`src/rtl/irq_ctrl_pkg.sv`:
```
`timescale 1ns/1ps
package irq_ctrl_pkg;
  localparam int SRC_W     = 32;
  localparam int NBANK     = 2;
  localparam int TOTAL_SRC = SRC_W * NBANK;
  localparam int IDX_W     = $clog2(TOTAL_SRC);
  localparam int ADDR_W    = 6;

  typedef enum logic [1:0] {
    REG_EVENT  = 2'd0,
    REG_ENABLE = 2'd1,
    REG_ACK    = 2'd2,
    REG_LEVEL  = 2'd3
  } reg_sel_e;

  // byte base of a bank inside the 0x40 window
  function automatic logic [ADDR_W-1:0] bank_base(input int b);
    return (b == 0) ? 6'h20 : 6'h10;
  endfunction

  // level-type source positions of a bank
  function automatic logic [SRC_W-1:0] level_mask_of(input int b, input bit alt);
    if (b != 0) return '0;
    return alt ? 32'h1FF0_0000 : 32'h3FF0_0000;
  endfunction
endpackage

```
`src/rtl/intc_sync.sv`:
```
`timescale 1ns/1ps
module intc_sync #(
  parameter int W      = 64,
  parameter int STAGES = 2
) (
  input  logic         clk,
  input  logic         rst_n,
  input  logic [W-1:0] din,
  output logic [W-1:0] dout,
  output logic [W-1:0] rise
);
  logic [STAGES-1:0][W-1:0] chain;
  logic [W-1:0]             prev;

  always_ff @(posedge clk or negedge rst_n) begin
    if (!rst_n) chain[0] <= '0;
    else        chain[0] <= din;
  end

  for (genvar k = 1; k < STAGES; k++) begin : g_stage
    always_ff @(posedge clk or negedge rst_n) begin
      if (!rst_n) chain[k] <= '0;
      else        chain[k] <= chain[k-1];
    end
  end

  always_ff @(posedge clk or negedge rst_n) begin
    if (!rst_n) prev <= '0;
    else        prev <= chain[STAGES-1];
  end

  assign dout = chain[STAGES-1];
  assign rise = dout & ~prev;
endmodule

```
`src/rtl/intc_bank.sv`:
```
`timescale 1ns/1ps
module intc_bank
  import irq_ctrl_pkg::*;
#(
  parameter int           W     = SRC_W,
  parameter logic [W-1:0] LMASK = '0
) (
  input  logic         clk,
  input  logic         rst_n,
  input  logic [W-1:0] lvl_in,
  input  logic [W-1:0] rise_in,
  input  logic         wr,
  input  reg_sel_e     sel,
  input  logic [W-1:0] wdata,
  output logic [W-1:0] event_q,
  output logic [W-1:0] enable_q,
  output logic [W-1:0] level_q,
  output logic [W-1:0] pend,
  output logic [W-1:0] set_o,
  output logic [W-1:0] clr_o,
  output logic         en_wr
);
  assign en_wr = wr && (sel == REG_ENABLE);
  assign clr_o = (wr && (sel == REG_ACK)) ? wdata : '0;
  // only edge-type positions latch; old enable gates the capture
  assign set_o = rise_in & enable_q & ~LMASK;

  always_ff @(posedge clk or negedge rst_n) begin
    if (!rst_n) event_q <= '0;
    else        event_q <= (event_q & ~clr_o) | set_o;
  end

  always_ff @(posedge clk or negedge rst_n) begin
    if (!rst_n)     enable_q <= '0;
    else if (en_wr) enable_q <= wdata;
  end

  assign level_q = lvl_in;
  assign pend    = (event_q | (lvl_in & LMASK)) & enable_q;
endmodule

```
`src/rtl/intc_prio.sv`:
```
`timescale 1ns/1ps
module intc_prio #(
  parameter int N   = 64,
  localparam int IDW = $clog2(N)
) (
  input  logic [N-1:0]   pend,
  output logic           valid,
  output logic [IDW-1:0] id
);
  function automatic logic [IDW-1:0] top_bit(input logic [N-1:0] v);
    logic [IDW-1:0] r;
    r = '0;
    for (int i = 0; i < N; i++)
      if (v[i]) r = IDW'(i);
    return r;
  endfunction

  assign valid = |pend;
  assign id    = top_bit(pend);
endmodule

```
`src/rtl/banked_irq_ctrl.sv`:
```
`timescale 1ns/1ps
module banked_irq_ctrl
  import irq_ctrl_pkg::*;
#(
  parameter int SYNC_STAGES = 2,
  parameter bit LVL_ALT     = 1'b0
) (
  input  logic                 clk,
  input  logic                 rst_n,
  input  logic [TOTAL_SRC-1:0] irq_lines,
  input  logic [ADDR_W-1:0]    bus_addr,
  input  logic                 bus_we,
  input  logic [SRC_W-1:0]     bus_wdata,
  output logic [SRC_W-1:0]     bus_rdata,
  output logic                 cpu_irq,
  output logic                 win_valid,
  output logic [IDX_W-1:0]     win_id
);
  logic [TOTAL_SRC-1:0] line_s, line_rise, pend_all;
  logic [NBANK-1:0][SRC_W-1:0] ev, en, lv, pd, st, cl;
  logic [NBANK-1:0] hit, en_wr;
  reg_sel_e sel;

  assign sel = reg_sel_e'(bus_addr[3:2]);

  intc_sync #(.W(TOTAL_SRC), .STAGES(SYNC_STAGES)) u_sync (
    .clk(clk), .rst_n(rst_n), .din(irq_lines), .dout(line_s), .rise(line_rise)
  );

  for (genvar b = 0; b < NBANK; b++) begin : g_bank
    localparam logic [ADDR_W-1:0] BASE = bank_base(b);
    assign hit[b] = (bus_addr[ADDR_W-1:4] == BASE[ADDR_W-1:4]) && (bus_addr[1:0] == 2'b00);

    intc_bank #(.W(SRC_W), .LMASK(level_mask_of(b, LVL_ALT))) u_bank (
      .clk(clk), .rst_n(rst_n),
      .lvl_in(line_s[b*SRC_W +: SRC_W]),
      .rise_in(line_rise[b*SRC_W +: SRC_W]),
      .wr(bus_we && hit[b]), .sel(sel), .wdata(bus_wdata),
      .event_q(ev[b]), .enable_q(en[b]), .level_q(lv[b]),
      .pend(pd[b]), .set_o(st[b]), .clr_o(cl[b]), .en_wr(en_wr[b])
    );
  end

  always_comb begin
    bus_rdata = '0;
    for (int b = 0; b < NBANK; b++) begin
      if (hit[b]) begin
        case (sel)
          REG_EVENT:  bus_rdata = ev[b];
          REG_ENABLE: bus_rdata = en[b];
          REG_ACK:    bus_rdata = '0;
          REG_LEVEL:  bus_rdata = lv[b];
          default:    bus_rdata = '0;
        endcase
      end
    end
  end

  assign pend_all = pd;
  assign cpu_irq  = |pend_all;

  intc_prio #(.N(TOTAL_SRC)) u_prio (.pend(pend_all), .valid(win_valid), .id(win_id));

  // named internal events for the checker
  logic [SRC_W-1:0] ev_lo, ev_hi, set_lo, set_hi, clr_lo, clr_hi, en_lo, en_hi;
  logic en_wr_lo, en_wr_hi;
  assign ev_lo = ev[0];  assign ev_hi = ev[1];
  assign set_lo = st[0]; assign set_hi = st[1];
  assign clr_lo = cl[0]; assign clr_hi = cl[1];
  assign en_lo = en[0];  assign en_hi = en[1];
  assign en_wr_lo = en_wr[0];
  assign en_wr_hi = en_wr[1];
endmodule

```
`config.mk`:
```
export PLATFORM = sky130hd
export DESIGN_NAME = banked_irq_ctrl
export DESIGN_NICKNAME = d
export VERILOG_FILES = /design/src/rtl/irq_ctrl_pkg.sv /design/src/rtl/intc_sync.sv /design/src/rtl/intc_bank.sv /design/src/rtl/intc_prio.sv /design/src/rtl/banked_irq_ctrl.sv
export SDC_FILE = /design/constraint.sdc
export NUM_CORES = 1
export LEC_CHECK = 0
export ABC_AREA = 1
export BUFFER_PORTS_ARGS = -buffer_cell sky130_fd_sc_hd__buf_2
export CORE_MARGIN = 5
export CORE_UTILIZATION = 56
export DETAILED_ROUTE_END_ITERATION = 16
export PLACE_DENSITY = 0.77
export SLEW_MARGIN = 20
export SYNTH_ARGS = -nofsm -noshare
export SYNTH_HDL_FRONTEND = slang
export SYNTH_SLANG_ARGS = --single-unit
```
`constraint.sdc`:
```
create_clock -name clk -period 9 [get_ports clk]
set_input_delay 0.9 -clock clk [delete_from_list [all_inputs] [get_ports clk]]
set_output_delay 0.9 -clock clk [all_outputs]
set_load 0.02 [all_outputs]
```
==> results.yml, run 1 <==
placement:
  numPlacedInstances: 1591
  post-dp-hpwl_mm: 18.1
  place_area_um2: 13100
  io_buffer_count: 144
  globalplace.congestion: 0.806
  pre_cts_slack_ns: 4.32
cells_and_area:
  areaGrowthSynthToFinish_pct: 17.6
  final-seq-area_um2: 7760
  final_area_um2: 14200
  fill_count: 1608
  fin_nets: 1454
  finalCoreUtilization: 0.673
  drive_gt1_frac: 0.183
  multiInputGateArea_um2: 3580
  layoutNonFillerInstCount: 1649
  n_antenna_cell: 0
die:
  top_level_ports: 145
  rows: 53
  die_height_um: 157
  die_x_um: 157
  die_area_um2: 24600
  fp.coreArea_um2: 21100
  starting_density: 0.572
yosys:
  synth.avg_cell_area_um2: 10.0
  syn_inst: 1205
  ys_warn_count: 0
  mappedNetlistArea_um2: 12100
  share_of_synthesized_area_occupied_by_flip_flops_and_latches: 0.643
  ys_types: 26
  synthesis.nets: 1310
  synth-seq-cells: 310
clock_tree:
  worst_path_clk_slew_ns: 0.06
  cts_inserted_buffers: 31
  clock_tree.buffer_depth: 3
  cts.sink_count: 310
  tritoncts: "done"
  cts_hold_repair.buffers: 0
  clk-insertion-delay-late_ns: 0.58
  library_cell_used_as_clock_root_buffer: "clkbuf_16"
  post_cts.repair.setup_buffers: 0
  post_cts_resize_count: 0
  cts_htree_levels: 1
global_route:
  grt_start_max_net_pins: 96
  grt_pass1_wl_mm: 47.3
  number_of_global_route_vias_before_repair: 9191
  antenna_found_initial: 0
  globalRoute.totalOverflow: 0
  grt_use_total: 0.242
setup_path:
  crit_required_ns: 8.10
  maximum_net_fanout_on_the_critical_path: 3
  worst_r2r_startpoint: "g_bank[0].u_bank.enable_q[5]$_DFFE_PN0P_"
  crit_path_top_delay_cell: "dfrtp_1"
  critPathCaptureType: "output port"
  critical_path_class: "flip-flop to output port"
  crit_arrival_ns: 4.37
  worst_path_largest_cell_delay_ns: 0.39
  regToRegEndpoint: "g_bank[0].u_bank.event_q[5]$_DFF_PN0_"
  timing.reg2reg.worst_path_depth: 2
  worst_setup_path_startpoint: "g_bank[0].u_bank.event_q[1]$_DFF_PN0_"
  worst_setup_path_start_kind: "flip-flop"
  reg2reg_slack_ns: 8.16
  critical-path-top-cell-by-count: "nand2_1"
routing:
  detail_route.first_pass.iterations: 6
  detail_route.iter0.violations: 776
  routed_wire_length_per_instance_um: 17.8
  drt.antenna.violating_nets: 0
  detail_route.vias_per_cell: 5.51
  totalWireLength_mm: 29.3
  vias: 9094
  route.detailed.drc: 0
power:
  power.density_cell_area_nw_per_um2: 239
  vdd.ir_drop.worst_uv: 213
  power.total_mw: 3.40
  cellLeakagePower_nw: 6.98
hold_path:
  classification_of_the_worst_slack_hold_path: "flip-flop to flip-flop"
  min_path_cells: 0
  worst_hold_path.endpoint: "u_sync.dout[62]$_DFF_PN0_"
  timing.hold.worst.start: "u_sync.chain[62]$_DFF_PN0_"
sta:
  worst_slack_ns: 3.73
  fin_tns_setup_ns: 0
  maxSlewViolCount: 0
  slew-limit-headroom: 0.246
  hold_violations: 0
  timing.final.crit_share: 0.586
  unrepaired_setup_endpoints_after_global_routing: "no"
  tightest_slew_ns: 1.13
  holdWs_ns: 0.344
  finalWorstPathRequiredPeriod_ns: 5.27
  setup-violations-final: 0
  max_freq_mhz: 190
  fin_skew_ns: 0.0169
flow_run:
  drv.max_cap_violation_count: 0
status:
  status: "finished clean"
## state kept, by name, summed over array words and instances, names as in the netlist
| register | flops |
|---|---|
| g_bank.u_bank.enable_q | 64 |
| g_bank.u_bank.event_q | 64 |
| u_sync.chain | 64 |
| u_sync.dout | 64 |
| u_sync.prev | 54 |
## worst max-delay path: cells and delay by family, from the launching register on
kind          cells  cell delay [ns]
flops             1             0.39
simple gates     63             3.22
buf+inv           2             0.20
## cell usage after synthesis, drive strengths merged
cell    count  share of area
nand2     335           0.11
dfrtp     310           0.64
inv       158          0.049
o21ai     149          0.066
nor2       56          0.017
o31ai      49          0.031
o221ai     43          0.031
clkbuf     42          0.013
a22o       29          0.021
nand3      15         0.0062
o211ai      7         0.0044
a31oi       3         0.0016
o21bai      2         0.0012
a211oi      1        0.00062
a21oi       1        0.00041
buf         1        0.00062
nand3b      1        0.00062
nor3        1        0.00041
o22ai       1        0.00052
or2         1        0.00052
## power by group
| group | switching, mW | internal, mW | total [mW] |
|---|---|---|---|
| clock network | 0.539 | 0.823 | 1.36 |
| registers | 0.0813 | 1.50 | 1.59 |
| logic | 0.293 | 0.157 | 0.450 |
## layout make-up
type | instances | share of cell area
clock inverters | 14 | 0.0135
clock buffers | 44 | 0.0645
flip-flops and latches | 310 | 0.547
well taps | 275 | 0.0243
repair buffers | 154 | 0.0568
multi-input cells | 694 | 0.252
inverters | 158 | 0.0418
## cells by family after synthesis
| family | count (synthesis) | synth area share |
|---|---|---|
| AO/OA/AOI/OAI | 285 | 0.157 |
| buffers and inverters | 201 | 0.0629 |
| flip-flops | 310 | 0.643 |
| AND/OR/NAND/NOR | 409 | 0.137 |
## routing by layer
layer	track usage	wire length, um
met2	0.387	14100
met3	0.0390	2000
met5	0	0
met1	0.334	12200
met4	0.0992	992
## worst max path at each step
stage,endpoint,slack [ns],cells after the start
floorplan,win_id[0],4.93,64
global placement,win_id[0],4.33,64
detailed placement,win_id[0],4.32,65
CTS,win_id[0],3.68,65
global route,win_id[0],3.22,65
finish,win_id[0],3.73,65
## cells in the final DEF, fill, tap and decap left out
cell	instances
dfrtp_1	310
nand2_1	307
inv_1	154
buf_2	143
o21ai_1	74
o21ai_0	69
nor2_1	54
o31ai_1	49
o221ai_1	43
clkbuf_16	31
a22o_1	29
nand2_2	24
nand3_1	12
buf_4	10
clkbuf_8	9
o211ai_1	7
clkinv_2	7
nand2_4	4
inv_2	4
bufinv_16	4
clkbuf_1	4
o21ai_2	3
o21ai_4	3
a31oi_1	3
nand3_2	3
o21bai_1	2
nor2_4	2
a21oi_1	1
or2_1	1
nor3_2	1
o22ai_1	1
a211oi_1	1
nand3b_1	1
inv_16	1
clkinv_4	1
clkinvlp_4	1
buf_8	1
No activity file was read; power rests on OpenSTA's default activity.
==> run 2, diff against run 1 <==
Settings changed: ABC_AREA 1 to 0, CORE_UTILIZATION 56 to 52, PLACE_DENSITY 0.77 to 0.75.
Clock period 9 ns to 4.6 ns, I/O delays scaled along.
==> run 2 against run 1 <==
Critical endpoint is now bus_rdata[30]. Sequential power increased by 110%. Utilization decreased by 3.2 points. Synthesized cell count decreased by 19%. Largest cell class unchanged. Clock-buffer cell count decreased by 5. Highest routed layer is now met5. Clock power increased by 81%. Global-route usage decreased by 0.18 points. Routed wire length increased by 6.8%. Total power increased by 100%. Sequential cell count unchanged. Clock skew decreased by 0.0097 ns.
==> results.yml, run 2 <==
yosys:
  ys_warn_count: 0
  synth_top_cell_by_area: "dfrtp_1"
  ys_top_cells_by_area: "dfrtp_1 64%, mux2_2 12%, nand2_1 5.5%"
  ys_types: 45
  syn_inst: 977
  synth_top_area_frac: 0.638
  dominant_register_cell_in_the_synthesized_netlist: "dfrtp_1"
  synth_enable_flop_cells: 0
  synth-seq-cells: 310
  synth.avg_cell_area_um2: 12.4
  mappedNetlistArea_um2: 12200
  ys_async_sr_fraction: 1.00
  synthesis.nets: 1082
  synthTopCellsByCount: "310 x dfrtp_1, 179 x nand2_1, 125 x mux2_2"
  share_of_synthesized_area_occupied_by_flip_flops_and_latches: 0.638
  yosysMostFrequentCell: "dfrtp_1"
clock_tree:
  tritoncts: "done"
  clock_tree.buffer_depth: 3
  worst_path_clk_slew_ns: 0.06
  clk-insertion-delay-late_ns: 0.56
  cts_htree_levels: 1
  post_cts_resize_count: 0
  cts.sink_count: 310
  cts_inserted_buffers: 31
  library_cell_used_as_clock_root_buffer: "clkbuf_16"
setup_path:
  crit_path_cell_trace: "buf_2 -> buf_4 -> mux2_2 -> a22oi_1 -> o22ai_1 -> buf_2"
  maximum_net_fanout_on_the_critical_path: 37
  critPathCaptureType: "output port"
  worst_setup_path_start_kind: "primary input"
  crit_required_ns: 4.14
  critical_path_class: "primary input to output port"
  crit_path_top_delay_cell: "buf_2"
  critical-path-top-delay-family: "buffers and inverters"
  critical-path-top-cell-by-count: "buf_2"
  worst_path_largest_cell_delay_ns: 0.74
  crit_arrival_ns: 2.74
  cp.buffers_inverters: 3
power:
  vdd.ir_drop.worst_uv: 342
  p_sw_mw: 1.88
  clock_power_share: 0.363
  cellLeakagePower_nw: 6.83
  reg_power_frac: 0.481
  power.density_cell_area_nw_per_um2: 455
  combinationalPowerShare: 0.156
  power.total_mw: 6.79
  swShare: 0.277
  p_int_mw: 4.91
sta:
  fin_skew_ns: 0.00723
  setup-violations-final: 0
  holdWs_ns: 0.103
  unrepaired_setup_endpoints_after_global_routing: "no"
  timing.final.crit_share: 0.695
  maxSlewViolCount: 0
  max_freq_mhz: 313
  finalWorstPathRequiredPeriod_ns: 3.20
  tightest_slew_ns: 1.00
  fin_tns_setup_ns: 0
  hold_violations: 0
  slew-limit-headroom: 0.330
die:
  top_level_ports: 145
  die_area_um2: 26500
  die_x_um: 163
  rows: 56
  starting_density: 0.522
  die_height_um: 163
  fp.coreArea_um2: 23300
flow_run:
  drv.max_cap_violation_count: 0
cells_and_area:
  fill_count: 1765
  n_antenna_cell: 0
  finalCoreUtilization: 0.641
  drive_gt1_frac: 0.280
  final-seq-area_um2: 7760
  layoutNonFillerInstCount: 1534
  fin_nets: 1297
  multiInputGateArea_um2: 4150
  most-common-layout-cells: "310 x dfrtp_1, 179 x nand2_1, 143 x buf_2, 125 x mux2_2, 77 x a22oi_1"
  layout_commonest_cell: "dfrtp_1"
  areaGrowthSynthToFinish_pct: 22.6
placement:
  numPlacedInstances: 1413
  post-dp-hpwl_mm: 20.0
  globalplace.congestion: 0.846
  io_buffer_count: 144
global_route:
  antenna_found_initial: 1
  grt_use_total: 0.240
  grt_pass1_wl_mm: 50.6
  globalRoute.totalOverflow: 0
  grt_start_max_net_pins: 127
  number_of_global_route_vias_before_repair: 9338
routing:
  vias: 8815
  totalWireLength_mm: 31.3
  detail_route.first_pass.iterations: 5
  route.detailed.drc: 0
  detail_route.vias_per_cell: 5.75
  routed_wire_length_per_instance_um: 20.4
  drt.antenna.violating_nets: 0
  detail_route.iter0.violations: 794
status:
  status: "finished clean"
hold_path:
  classification_of_the_worst_slack_hold_path: "primary input to flip-flop"
[run 2: cell types whose count changed after synthesis, moves of 30 or more]
cell	change
a22oi_1	+77
a32o_1	+30
inv_1	-130
mux2_2	+125
nand2_1	-129
nor2_1	-45
o21ai_0	-59
o21ai_1	-34
o221ai_1	-42
o22ai_1	+32
o31ai_1	-49
[run 2: timing repair]
action                    CTS  global route
hold endpoints to repair  149             1
hold buffers               64             1
setup buffers               0             0
[run 2: path summary, 6_finish.rpt]
check,from,endpoint,slack (ns),depth (start not counted)
setup / recovery,bus_addr[3],bus_rdata[30],1.40,6
hold / removal,bus_wdata[26],g_bank[0].u_bank.event_q[26]$_DFF_PN0_,0.10,2
setup reg to reg,u_sync.dout[50]$_DFF_PN0_,g_bank[1].u_bank.event_q[18]$_DFF_PN0_,3.74,1
hold reg to reg,u_sync.chain[35]$_DFF_PN0_,u_sync.dout[35]$_DFF_PN0_,0.34,0
max in group asynchronous,rst_n,u_sync.chain[25]$_DFF_PN0_,2.83,3
min in group asynchronous,rst_n,u_sync.chain[15]$_DFF_PN0_,0.50,2
[run 2: power groups by stage]
stage,clock (mW),combinational [mW],sequential (mW)
after floorplan,0,0.685,3.21
after global placement,0,0.989,3.29
after detailed placement,0,1.02,3.30
after CTS,2.51,1.06,3.26
after global routing,2.63,1.18,3.30
final,2.46,1.06,3.27
[run 2: stage by stage]
| step | instance area (um2) | setup WS (ns) |
|---|---|---|
| 6_report | 14900 | 1.40 |
| 5_1_grt | 14900 | 1.29 |
| 4_1_cts | 14900 | 1.41 |
| 3_5_place_dp | 13200 | 1.41 |
| 3_3_place_gp | 13200 | 1.45 |
| 2_1_floorplan | 12200 | 2.37 |
[run 2: cell families (layout without fill, tap and decap cells)]
logic type,Yosys count,after routing,share of synthesized area
AO/OA/AOI/OAI,244,244,0.142
buffers and inverters,64,302,0.0214
flip-flops,310,310,0.638
multiplexers,128,128,0.119
AND/OR/NAND/NOR,231,231,0.0794
[run 2: final cells by class]
class | count | area share
Clock buffer | 39 | 0.0568
Multi-Input combinational cell | 603 | 0.278
Clock inverter | 17 | 0.0107
Tap cell | 319 | 0.0268
Inverter | 25 | 0.00630
Sequential cell | 310 | 0.521
Timing Repair Buffer | 221 | 0.100
[run 2: layer usage]
layer | share of wire | track usage | up-vias
li1 | - | - | 3981
met1 | 0.44 | 0.338 | 4429
met2 | 0.47 | 0.384 | 329
met3 | 0.061 | 0.0428 | 74
met4 | 0.031 | 0.0774 | 2
met5 | 0.00022 | 0 | -
